==> config.mk <==
export PLATFORM = sky130hd
export DESIGN_NAME = con_buf_dma
export DESIGN_NICKNAME = d
export VERILOG_FILES = /design/src/rtl/con_buf_dma.sv
export SDC_FILE = /design/constraint.sdc
export NUM_CORES = 1
export LEC_CHECK = 0
export ABC_AREA = 1
export BUFFER_PORTS_ARGS = -buffer_cell sky130_fd_sc_hd__buf_4
export CAP_MARGIN = 20
export CORE_UTILIZATION = 62
export CTS_CLUSTER_SIZE = 16
export DETAILED_ROUTE_END_ITERATION = 12
export PLACE_DENSITY = 0.87
export SLEW_MARGIN = 20
export SYNTH_ARGS = -nofsm -noshare
export SYNTH_HDL_FRONTEND = slang
export SYNTH_SLANG_ARGS = --single-unit
==> constraint.sdc <==
create_clock -name clk -period 5.9 [get_ports clk]
set_input_delay 1.77 -clock clk [delete_from_list [all_inputs] [get_ports clk]]
set_output_delay 1.77 -clock clk [all_outputs]
set_load 0.01 [all_outputs]
==> src/rtl/con_buf_dma.sv <==
module con_buf_dma #(
  parameter int ADDR_W = 64,
  parameter int LEN_W  = 32,
  parameter int CHUNK  = 16
) (
  input  logic              clk,
  input  logic              rst_n,
  input  logic              start,
  input  logic              dir,
  input  logic [ADDR_W-1:0] start_addr,
  input  logic [LEN_W-1:0]  length,
  input  logic              int_en,
  output logic              busy,
  output logic              done,
  output logic [LEN_W-1:0]  done_count,
  output logic              irq_clear,
  output logic              mem_rd_req,
  output logic [ADDR_W-1:0] mem_rd_addr,
  input  logic              mem_rd_valid,
  input  logic [7:0]        mem_rd_data,
  output logic              mem_wr_req,
  output logic [ADDR_W-1:0] mem_wr_addr,
  output logic [7:0]        mem_wr_data,
  input  logic              mem_wr_ack,
  output logic              tx_valid,
  output logic [7:0]        tx_data,
  input  logic              tx_ready,
  input  logic              rx_empty,
  input  logic [7:0]        rx_data,
  output logic              rx_pop
);

  localparam int CW = $clog2(CHUNK + 1);
  localparam int IW = (CHUNK > 1) ? $clog2(CHUNK) : 1;

  typedef enum logic [2:0] {S_IDLE, S_FILL, S_DRAIN, S_RX, S_DONE} state_t;

  state_t            state;
  logic [ADDR_W-1:0] addr_q;
  logic [LEN_W-1:0]  rem_q, cnt_q;
  logic              dir_q, pend_q;
  logic [CW-1:0]     fill_q, emit_q, chunk_q;
  logic [7:0]        stage [CHUNK];

  function automatic logic [CW-1:0] clip(input logic [LEN_W-1:0] n);
    return (n > LEN_W'(CHUNK)) ? CW'(CHUNK) : n[CW-1:0];
  endfunction

  logic rd_take, tx_go, wr_go, last_fill, last_emit;
  logic [LEN_W-1:0] rem_after;

  assign busy        = state != S_IDLE;
  assign done        = state == S_DONE;
  assign done_count  = cnt_q;
  assign irq_clear   = done && dir_q && int_en && rx_empty;

  assign mem_rd_req  = (state == S_FILL) && !pend_q;
  assign mem_rd_addr = addr_q;
  assign rd_take     = (state == S_FILL) && mem_rd_valid && (pend_q || mem_rd_req);
  assign last_fill   = (fill_q + CW'(1)) == chunk_q;

  assign tx_valid    = state == S_DRAIN;
  assign tx_data     = stage[emit_q[IW-1:0]];
  assign tx_go       = tx_valid && tx_ready;
  assign last_emit   = (emit_q + CW'(1)) == chunk_q;
  assign rem_after   = rem_q - LEN_W'(chunk_q);

  assign mem_wr_req  = (state == S_RX) && (rem_q != '0) && !rx_empty;
  assign mem_wr_addr = addr_q;
  assign mem_wr_data = rx_data;
  assign wr_go       = mem_wr_req && mem_wr_ack;
  assign rx_pop      = wr_go;

  always_ff @(posedge clk) begin
    if (rd_take) stage[fill_q[IW-1:0]] <= mem_rd_data;
  end

  always_ff @(posedge clk or negedge rst_n) begin
    if (!rst_n) begin
      state   <= S_IDLE;
      addr_q  <= '0;
      rem_q   <= '0;
      cnt_q   <= '0;
      dir_q   <= 1'b0;
      pend_q  <= 1'b0;
      fill_q  <= '0;
      emit_q  <= '0;
      chunk_q <= '0;
    end else begin
      case (state)
        S_IDLE: if (start) begin
          addr_q  <= start_addr;
          rem_q   <= length;
          cnt_q   <= '0;
          dir_q   <= dir;
          pend_q  <= 1'b0;
          fill_q  <= '0;
          emit_q  <= '0;
          chunk_q <= clip(length);
          if (length == '0) state <= S_DONE;
          else if (dir)     state <= S_RX;
          else              state <= S_FILL;
        end
        S_FILL: begin
          if (rd_take) begin
            pend_q <= 1'b0;
            addr_q <= addr_q + ADDR_W'(1);
            fill_q <= fill_q + CW'(1);
            if (last_fill) begin
              emit_q <= '0;
              state  <= S_DRAIN;
            end
          end else if (mem_rd_req) begin
            pend_q <= 1'b1;
          end
        end
        S_DRAIN: if (tx_go) begin
          emit_q <= emit_q + CW'(1);
          if (last_emit) begin
            rem_q   <= rem_after;
            cnt_q   <= cnt_q + LEN_W'(chunk_q);
            fill_q  <= '0;
            chunk_q <= clip(rem_after);
            state   <= (rem_after == '0) ? S_DONE : S_FILL;
          end
        end
        S_RX: begin
          if (wr_go) begin
            addr_q <= addr_q + ADDR_W'(1);
            rem_q  <= rem_q - LEN_W'(1);
            cnt_q  <= cnt_q + LEN_W'(1);
          end else if (!mem_wr_req) begin
            state <= S_DONE;
          end
        end
        default: state <= S_IDLE;
      endcase
    end
  end


  done_pulse_chk: assert property (@(posedge clk) disable iff (!rst_n)
    done |=> !done);


  tx_hold_chk: assert property (@(posedge clk) disable iff (!rst_n)
    tx_valid && !tx_ready |=> tx_valid && $stable(tx_data));


  wr_hold_chk: assert property (@(posedge clk) disable iff (!rst_n)
    mem_wr_req && !mem_wr_ack |=> mem_wr_req && $stable(mem_wr_addr) && $stable(mem_wr_data));


  pop_gate_chk: assert property (@(posedge clk) disable iff (!rst_n)
    rx_pop |-> mem_wr_req && mem_wr_ack);


  idle_quiet_chk: assert property (@(posedge clk) disable iff (!rst_n)
    !busy |-> !mem_rd_req && !mem_wr_req && !tx_valid && !rx_pop);


  dir_excl_chk: assert property (@(posedge clk) disable iff (!rst_n)
    !(mem_rd_req && tx_valid) && !(mem_rd_req && mem_wr_req));


  addr_step_chk: assert property (@(posedge clk) disable iff (!rst_n)
    wr_go |=> mem_wr_addr == $past(mem_wr_addr) + ADDR_W'(1));

endmodule

==> impl_metrics.env <==
export IMPL_status="finished, final reports clean"
export IMPL_antenna_found_initial=0
export IMPL_fin_worst_skew_ns=0.0149
export IMPL_routed_wl_met3_um=6590
export IMPL_path_class="reg -> out"
export IMPL_tritoncts_num_buffers=29
export IMPL_max_slew_worst_pin_slew_ns=1.16
export IMPL_ctsHoldBuffers=0
export IMPL_met1_length_um=22700
export IMPL_postSynthRegisterBits=276
export IMPL_drive_gt1_frac=0.157
export IMPL_met2WireLength_um=28400
export IMPL_floorplan_io_pins=304
export IMPL_iter_0_drt_violations=2165
export IMPL_cell_at_the_root_of_the_clock_tree="clkbuf_16"
export IMPL_routed_length_per_instance_um=20.8
export IMPL_ys_async_sr_fraction=0.536
export IMPL_final_fill_count=2263
export IMPL_seqPwrFrac=0.295
export IMPL_setup_violations_final=0
export IMPL_top_layer="met4"
export IMPL_synth_cells=2320
export IMPL_grt_first_pass_wirelength_um=91400
export IMPL_max_cap_violations=0
export IMPL_dp_final_hpwl_um=42700
export IMPL_fin_setup_tns_ns=0
export IMPL_placed_instance_count=2853
export IMPL_worstPathCellList="inv_1, nor2_4, inv_2, nor2_2, and3_4, nand2_2, inv_1, buf_4"
export IMPL_arrival_ns=3.03
export IMPL_synth_enable_flop_cells=128
export IMPL_synth_mux_area_fraction=0
export IMPL_io_buffer_count=287
export IMPL_power_density_nw_per_um2=531
export IMPL_netlist_top_cells_area="edfxtp_1, dfrtp_1, nand2_1"
export IMPL_clkLatencyLatePin_ns=0.58
export IMPL_synth_area_in_xor_xnor=0.0456
export IMPL_stdcell_area_um2=20400
export IMPL_cpPeakStageDelay_ns=0.52
export IMPL_wirelength_um=60300
export IMPL_post_cts_repair_setup_buffers=0
export IMPL_core_um2=27800
export IMPL_finalMaxSlewViolations=0
export IMPL_die_h_um=170
export IMPL_synth_cell_area_um2=17500
export IMPL_numClockSinks=276
export IMPL_synthMostInstantiatedCell="nand2_1"
export IMPL_synthDominantCellAreaShare=0.220
export IMPL_period_needed_ns=4.80
export IMPL_synth_main_ff_cell="dfrtp_1"
export IMPL_syn2layout_area_growth_pct=16.6
export IMPL_timing_hold_worst_class="reg -> reg"
export IMPL_yosysWarningCount=0
export IMPL_grt_setup_unrepaired="no"
export IMPL_grtUsageTotal=0.411
export IMPL_synth_nets=2460
export IMPL_place_gp_congestion=1.03
export IMPL_yosys_area_share_adder=0.0145
export IMPL_fp_row_count=61
export IMPL_maximum_number_of_pins_on_one_net_before_global_route_repair=91
export IMPL_complex_gate_fraction_of_the_synthesized_area=0.132
export IMPL_hold_ws_ns=0.495
export IMPL_worstPathMaxFanout=51
export IMPL_post_synth_most_frequent_cells="nand2_1, nor2_1, inv_1, o21ai_0, dfrtp_1"
export IMPL_antenna_diode_count=0
export IMPL_p_int_w=0.00556
export IMPL_postRouteAntennaNets=0
export IMPL_max_clock_path_buffers=3
export IMPL_post_synth_and_or_nand_nor_area_fraction=0.280
export IMPL_worst_path_required_time_ns=4.13
export IMPL_detailedRoute_firstPassIterationCount=7
export IMPL_final_cell_count_no_fill=2907
export IMPL_min_period_over_period=0.814
export IMPL_post_route_drc_count=0
export IMPL_ctsHtreeMaxLevel=1
export IMPL_critical_path_slowest_cell="inv_2"
export IMPL_via_count_of_the_first_global_routing_pass=16800
export IMPL_cts_tree="built"
export IMPL_synth_lib_cells_used_distinct=46
export IMPL_post_cts_resized_instances=0
export IMPL_critPathLaunchType="flop"
export IMPL_post_drt_via_cell_ratio=6.25
export IMPL_crit_path_end_kind="output pin"
export IMPL_relSlewSlack=0.222
export IMPL_fmaxAchievable_mhz=208
export IMPL_grt_ovfl_total=0
export IMPL_synth_largest_area_cell="edfxtp_1"
export IMPL_maximum_vdd_ir_drop_uv=407
export IMPL_timing_hold_violations_final=0
export IMPL_postSynthAreaPerCell_um2=7.53
export IMPL_p_sw_w=0.00526
export IMPL_pwr_share_comb=0.520
export IMPL_crit_top_cell="inv_1"
export IMPL_placedInstanceArea_um2=19300
export IMPL_starting_density_of_the_core=0.629
export IMPL_netSwitchingFraction=0.486
export IMPL_synth_yosys_seq_area_share=0.432
export IMPL_via_total_after_detailed_routing=18200
export IMPL_die_area_um2=28800
export IMPL_critPathTopFamily="simple AND/OR/NAND/NOR gates"
export IMPL_die_width_um=170
export IMPL_path_clk_slew_ns=0.07
export IMPL_pwr_share_clk=0.185
export IMPL_crit_buf_inv=4
export IMPL_combinational_family_with_the_most_area_after_synthesis="simple AND/OR/NAND/NOR gates"
export IMPL_power_static_leakage_nw=8.75
export IMPL_finish_net_count=2646
==> flip-flops by register name, indices dropped and copies added (netlist names) <==
register     flops
pend_q           1
done_count      32
stage          128
mem_rd_addr     64
state            3
dir_q            1
fill_q           5
rem_q           32
emit_q           5
chunk_q          5
==> worst min-delay path, delay by kind of cell, from the launching register on <==
| kind | cells | cell delay [ns] |
|---|---|---|
| DFF | 1 | 0.35 |
| and+or+nand+nor | 1 | 0.05 |
| AOI/OAI and AO/OA | 1 | 0.06 |
==> cell families after synthesis <==
logic type,count (synthesis)
flops,276
buf+inv,356
fa+ha+maj,19
simple gates,1167
xor+xnor,91
compound gates,411
==> worst paths after layout <==
| check | start | to | slack [ns] | depth (start not counted) |
|---|---|---|---|---|
| max in group asynchronous | rst_n | rem_q[22] | 3.55 | 2 |
| worst min register to register | dir_q | dir_q | 0.49 | 2 |
| min in group asynchronous | rst_n | mem_rd_addr[61] | 1.30 | 1 |
| worst max-delay path | state[1] | rx_pop | 1.10 | 8 |
| worst max register to register | state[1] | done_count[30] | 1.44 | 21 |
| worst min-delay path | dir_q | dir_q | 0.49 | 2 |
==> placed cells by master, fill, tap and decap left out, types with 4 or more instances in the layout <==
| cell type | instances |
|---|---|
| nor2_1 | 335 |
| a31oi_1 | 25 |
| clkinv_1 | 6 |
| nor2_2 | 12 |
| a21oi_1 | 89 |
| ha_1 | 17 |
| o221ai_1 | 12 |
| or2_2 | 7 |
| o31ai_1 | 21 |
| xnor2_1 | 27 |
| o21ai_1 | 14 |
| nand3_1 | 131 |
| buf_4 | 301 |
| clkinv_2 | 7 |
| inv_1 | 196 |
| dfrtp_1 | 147 |
| nand2_2 | 4 |
| clkbuf_16 | 29 |
| nand2_1 | 547 |
| bufinv_16 | 6 |
| nand4_1 | 52 |
| o22ai_1 | 27 |
| xor2_1 | 64 |
| nor3_1 | 48 |
| a22oi_1 | 5 |
| nor4_1 | 16 |
| inv_2 | 10 |
| o21ai_0 | 197 |
| a221oi_1 | 12 |
| edfxtp_1 | 128 |
==> layer usage <==
layer | vias to the layer above | track usage
li1 | 8089 | -
met1 | 8441 | 0.532
met2 | 1386 | 0.674
met3 | 239 | 0.0814
met4 | 0 | 0.175
met5 | - | 0
==> metrics by stage <==
step	setup slack [ns]	power, W	utilization
global route	0.956	0.0115	0.733
floorplan	1.98	0.00693	-
detailed placement	1.58	0.00866	0.696
global placement	1.64	0.00846	0.696
finish	1.10	0.0108	0.733
CTS	1.15	0.0107	0.733
==> final cells by class <==
cell class | count | area (um^2) | share of cell area
clock inverters | 25 | 305 | 0.0150
well taps | 378 | 473 | 0.0232
repair buffers | 302 | 2270 | 0.111
flip-flops and latches | 276 | 7550 | 0.370
inverters | 209 | 787 | 0.0386
clock buffers | 29 | 726 | 0.0356
multi-input cells | 1688 | 8270 | 0.406
==> power by group through the flow <==
| stage | logic [W] | clock network (W) | registers, W |
|---|---|---|---|
| 2_1_floorplan | 0.00388 | 0 | 0.00305 |
| 3_3_place_gp | 0.00530 | 0 | 0.00316 |
| 3_5_place_dp | 0.00548 | 0 | 0.00318 |
| 4_1_cts | 0.00553 | 0.00200 | 0.00315 |
| 5_1_grt | 0.00619 | 0.00208 | 0.00323 |
| 6_report | 0.00562 | 0.00201 | 0.00319 |
No activity file was read; power rests on OpenSTA's default activity.
